`src/rtl/addr_cnt_pkg.sv`:
```
package addr_cnt_pkg;
  typedef enum logic [2:0] {
    ST_IDLE,
    ST_ROW_HOLD,
    ST_COL_HOLD,
    ST_SEND_WAIT,
    ST_SEND_HOLD
  } cnt_state_t;

  typedef enum logic [1:0] {
    GR_NONE,
    GR_ROW,
    GR_COL,
    GR_SEND
  } grant_t;
endpackage

```
`src/rtl/addr_cnt_inc.sv`:
```
module addr_cnt_inc #(
  parameter int CNT_W = 4
) (
  input  logic [CNT_W-1:0] val_in,
  output logic [CNT_W-1:0] val_out
);
  logic [CNT_W:0] carry;

  assign carry[0] = 1'b1;

  for (genvar b = 0; b < CNT_W; b++) begin : g_bit
    assign val_out[b]   = val_in[b] ^ carry[b];
    assign carry[b+1]   = val_in[b] & carry[b];
  end

  logic unused_carry;
  assign unused_carry = carry[CNT_W];
endmodule

```
`src/rtl/addr_cnt_pick.sv`:
```
module addr_cnt_pick
  import addr_cnt_pkg::*;
(
  input  logic   row_req,
  input  logic   col_req,
  input  logic   snd_req,
  output grant_t grant
);
  always_comb begin
    if (row_req)      grant = GR_ROW;
    else if (col_req) grant = GR_COL;
    else if (snd_req) grant = GR_SEND;
    else              grant = GR_NONE;
  end
endmodule

```
`src/rtl/addr_token_counter.sv`:
```
module addr_token_counter
  import addr_cnt_pkg::*;
#(
  parameter int CNT_W = 4
) (
  input  logic               clk,
  input  logic               rst,
  input  logic               inc_row_req,
  output logic               inc_row_ack,
  input  logic               inc_col_req,
  output logic               inc_col_ack,
  input  logic               send_req,
  output logic               send_ack,
  output logic               addr_valid,
  input  logic               addr_ready,
  output logic [2*CNT_W-1:0] addr_data
);
  localparam int ADDR_W = 2 * CNT_W;

  cnt_state_t       state_q;
  grant_t           grant;
  logic [CNT_W-1:0] row_q;
  logic [CNT_W-1:0] col_q;
  logic [CNT_W-1:0] inc_in;
  logic [CNT_W-1:0] inc_out;

  addr_cnt_pick i_pick (
    .row_req (inc_row_req),
    .col_req (inc_col_req),
    .snd_req (send_req),
    .grant   (grant)
  );

  assign inc_in = (grant == GR_COL) ? col_q : row_q;

  addr_cnt_inc #(.CNT_W(CNT_W)) i_inc (
    .val_in  (inc_in),
    .val_out (inc_out)
  );

  always_ff @(posedge clk) begin
    if (rst) begin
      state_q     <= ST_IDLE;
      row_q       <= '0;
      col_q       <= '0;
      inc_row_ack <= 1'b0;
      inc_col_ack <= 1'b0;
      send_ack    <= 1'b0;
      addr_valid  <= 1'b0;
      addr_data   <= '0;
    end else begin
      case (state_q)
        ST_IDLE: begin
          case (grant)
            GR_ROW: begin
              row_q       <= inc_out;
              inc_row_ack <= 1'b1;
              state_q     <= ST_ROW_HOLD;
            end
            GR_COL: begin
              col_q       <= inc_out;
              inc_col_ack <= 1'b1;
              state_q     <= ST_COL_HOLD;
            end
            GR_SEND: begin
              addr_data  <= ADDR_W'({col_q, row_q});
              addr_valid <= 1'b1;
              state_q    <= ST_SEND_WAIT;
            end
            default: ;
          endcase
        end
        ST_ROW_HOLD: begin
          if (!inc_row_req) begin
            inc_row_ack <= 1'b0;
            state_q     <= ST_IDLE;
          end
        end
        ST_COL_HOLD: begin
          if (!inc_col_req) begin
            inc_col_ack <= 1'b0;
            state_q     <= ST_IDLE;
          end
        end
        ST_SEND_WAIT: begin
          if (addr_ready) begin
            addr_valid <= 1'b0;
            send_ack   <= 1'b1;
            state_q    <= ST_SEND_HOLD;
          end
        end
        ST_SEND_HOLD: begin
          if (!send_req) begin
            send_ack <= 1'b0;
            state_q  <= ST_IDLE;
          end
        end
        default: state_q <= ST_IDLE;
      endcase
    end
  end
endmodule

```
`config.mk`:
```
export PLATFORM = sky130hd
export DESIGN_NAME = addr_token_counter
export DESIGN_NICKNAME = d
export VERILOG_FILES = /design/src/rtl/addr_cnt_pkg.sv /design/src/rtl/addr_cnt_inc.sv /design/src/rtl/addr_cnt_pick.sv /design/src/rtl/addr_token_counter.sv
export SDC_FILE = /design/constraint.sdc
export NUM_CORES = 1
export LEC_CHECK = 0
export ABC_AREA = 1
export ABC_CLOCK_PERIOD_IN_PS = 2190
export BUFFER_PORTS_ARGS = -buffer_cell sky130_fd_sc_hd__buf_2
export CORE_MARGIN = 3
export CORE_UTILIZATION = 61
export CTS_BUF_LIST = sky130_fd_sc_hd__clkbuf_4 sky130_fd_sc_hd__clkbuf_8
export DETAILED_ROUTE_END_ITERATION = 16
export PLACE_DENSITY = 0.85
export SYNTH_ARGS = -nofsm -noshare
export SYNTH_HDL_FRONTEND = slang
export SYNTH_SLANG_ARGS = --single-unit
```
`constraint.sdc`:
```
create_clock -name clk -period 2.19 [get_ports clk]
set_input_delay 0 -clock clk [delete_from_list [all_inputs] [get_ports clk]]
set_output_delay 0 -clock clk [all_outputs]
set_load 0.1 [all_outputs]
```
==> metrics.txt <==
DP HPWL approximately 1800 microns; clk slew on worst S/H paths around 0.12 ns; total global routing overflow 0; number of diodes 0; Clk Tree Root Cell clkbuf_4; Worst-Margin Slew approximately 0.49 ns; fin cells about 190; FF/Latch Area 460 sq um; placer congestion estimate roughly 0.89; post-detailed-route count of antenna-violating nets 0; Worst Setup Start Kind flip-flop; Max Root-Sink Buffers 2; Final setup viols 0; final count of hold timing violations 0; Die Y-Extent between 40 and 50 microns; fraction of layout cells with a size suffix above 1 between 20 and 25%; worst hold path type input pin to flip-flop; clk_lat worst skew about 0.30 ns; final wirelength roughly 2200 microns; area delta synth->final 12.2%; DR WL/cell around 11 microns; Placed Cells around 190; I/O pin total 18; mapped cell area approximately 1100 sq um; CTS buffer count 3; Max Slew Vio Count 0; Max-slew headroom around two thirds; synthesis-stage register bit count 23; dpl ws roughly 0.79 ns; placed inst area ~1200 sq um; fillcell total roughly 140; largest net degree at the start of global routing 17; DRT iter0 DRCs 10; Post-Syn Instances around 150; minimum clock period after layout ~1.5 ns; DRT Pass-1 Iters 4; Hold Buf Count CTS 1; Setup Total Neg Slack 0 ns; Max FO, Critical Path 3; final worst slack 0.727 ns; critical path arrival between 1.5 and 2 ns; drt drc 0; vias per cell 5.16; vias in the first global route 899; Pwr Total roughly 0.0013 W; number of buffers added on ports 17; post-CTS sizing 0; Max Cap Viol 0; GRT Total Usage between 10% and 20%; H-tree level count 1; area of the multi-input gates between 500 and 600 sq um; peak supply drop about 0.73 mV; TritonCTS clock tree built; Unique masters post-synth 23; final net count roughly 180; Avg Cell Area, Syn between 7 and 8 sq um; fin crit share between 60% and 70%; Yosys warning count 0; Data required, critical path ~2.4 ns; initial antenna violation count 0; finished layout cell area around 1200 sq um; PD cells 1080 nW/um^2; status finished, final reports clean; CORE AREA approximately 1600 sq um; die area ~2300 sq um; Post-CTS Setup Repair Bufs 0; Worst Clk Skew approximately 0.0085 ns; Pleak between 0.5 and 0.6 nW; kind of critical path flip-flop to flip-flop; initial core utilization between 60% and 70%; fmax between 600 and 700 MHz; Rows 14; Seq/Total Area, Yosys a little over two fifths; clk sinks 23; die width about 48 microns; crit end category flip-flop; first-pass GRT wire length between 3000 and 4000 microns; Mapped Nets ~160; RSZ-0062 raised after global routing no; via count just under 1000
==> cell usage in the layout, fill, tap and decap left out <==
cell type / Yosys / final
ha_1: 2 / 2
nor2_1: 22 / 22
o21ai_1: 2 / 2
nand3_1: 11 / 11
a21oi_2: 3 / 3
clkbuf_4: 0 / 3
inv_1: 14 / 14
a21oi_1: 17 / 17
buf_2: 0 / 17
inv_2: 2 / 2
nor2_4: 1 / 1
nor3_4: 1 / 1
clkinv_2: 0 / 1
nand3b_1: 1 / 1
nand3_2: 1 / 1
dfxtp_1: 23 / 23
o21a_1: 1 / 1
dlygate4sd3_1: 0 / 1
inv_6: 1 / 1
nand4_1: 1 / 1
inv_4: 1 / 1
o21ai_0: 10 / 10
nand2_1: 26 / 26
nor2_2: 3 / 3
nand2_4: 3 / 3
==> Yosys cell counts, drive strengths merged <==
cell / number / area (sq um)
a21oi: 20 / 111
buf: 1 / 11.3
clkbuf: 2 / 7.51
dfxtp: 23 / 460
ha: 2 / 25.0
inv: 18 / 75.1
nand2: 29 / 131
nand3: 12 / 65.1
nand3b: 1 / 7.51
nand4: 1 / 6.26
nor2: 26 / 113
nor3: 1 / 16.3
o21a: 1 / 7.51
o21ai: 12 / 60.1
==> layer usage <==
| metal | global-route usage (%) | wire length (microns) |
|---|---|---|
| met4 | 5.21 | 13 |
| met5 | 0 | 0 |
| met3 | 2.45 | 66 |
| met1 | 23.5 | 967 |
| met2 | 37.6 | 1140 |
==> power by group <==
group / switching, W / leakage [nW] / internal, W
Combinational: 0.000433 / 0.391 / 0.000160
Sequential: 0.0000564 / 0.188 / 0.000494
Clock: 0.000120 / 0.0177 / 0.0000680
==> flip-flops by register name, indices dropped and copies added, names as in the netlist <==
| name | count |
|---|---|
| addr_data | 8 |
| col_q | 4 |
| row_q | 4 |
| state_q | 3 |
| addr_valid | 1 |
| inc_col_ack | 1 |
| inc_row_ack | 1 |
| send_ack | 1 |
==> cells by family (layout without fill, tap and decap cells) <==
kind of cell / after synthesis / count (layout) / share of synthesized area (%)
AND/OR/NAND/NOR: 70 / 70 / 30.9
adder cells (fa/ha/maj): 2 / 2 / 2.28
flip-flops: 23 / 23 / 42.0
buffers and inverters: 21 / 40 / 8.55
AO/OA/AOI/OAI: 33 / 33 / 16.3
==> critical path, cell delays in order (launching register included) <==
cell and delay (ns):
dfxtp_1 0.35, inv_1 0.06, o21a_1 0.18, inv_1 0.08, ha_1 0.16, ha_1 0.16, nand3b_1 0.11, nand2_1 0.08
o21ai_1 0.13, inv_1 0.05
==> path summary, 6_finish.rpt <==
path,startpoint,to,slack [ns],cells past startpoint
max,col_q[0],row_q[3],0.73,9
min,rst,addr_data[1],0.04,2
max reg2reg,col_q[0],row_q[3],0.73,9
min reg2reg,addr_data[5],addr_data[5],0.47,2
==> stage by stage <==
step	hold WS (ns)	util, %
after floorplan	0.188	-
after global placement	0.314	74.9
after detailed placement	0.315	74.9
after CTS	0.0380	77.2
after global routing	0.0586	77.2
final	0.0446	77.2
==> area by class of cell <==
type	instances	share of cell area (%)
multi-input cells	105	44.1
flip-flops and latches	23	37.4
repair buffers	18	7.72
inverters	18	6.10
well taps	24	2.44
clock buffers	3	1.83
clock inverters	1	0.407
No activity file was read; power rests on OpenSTA's default activity.
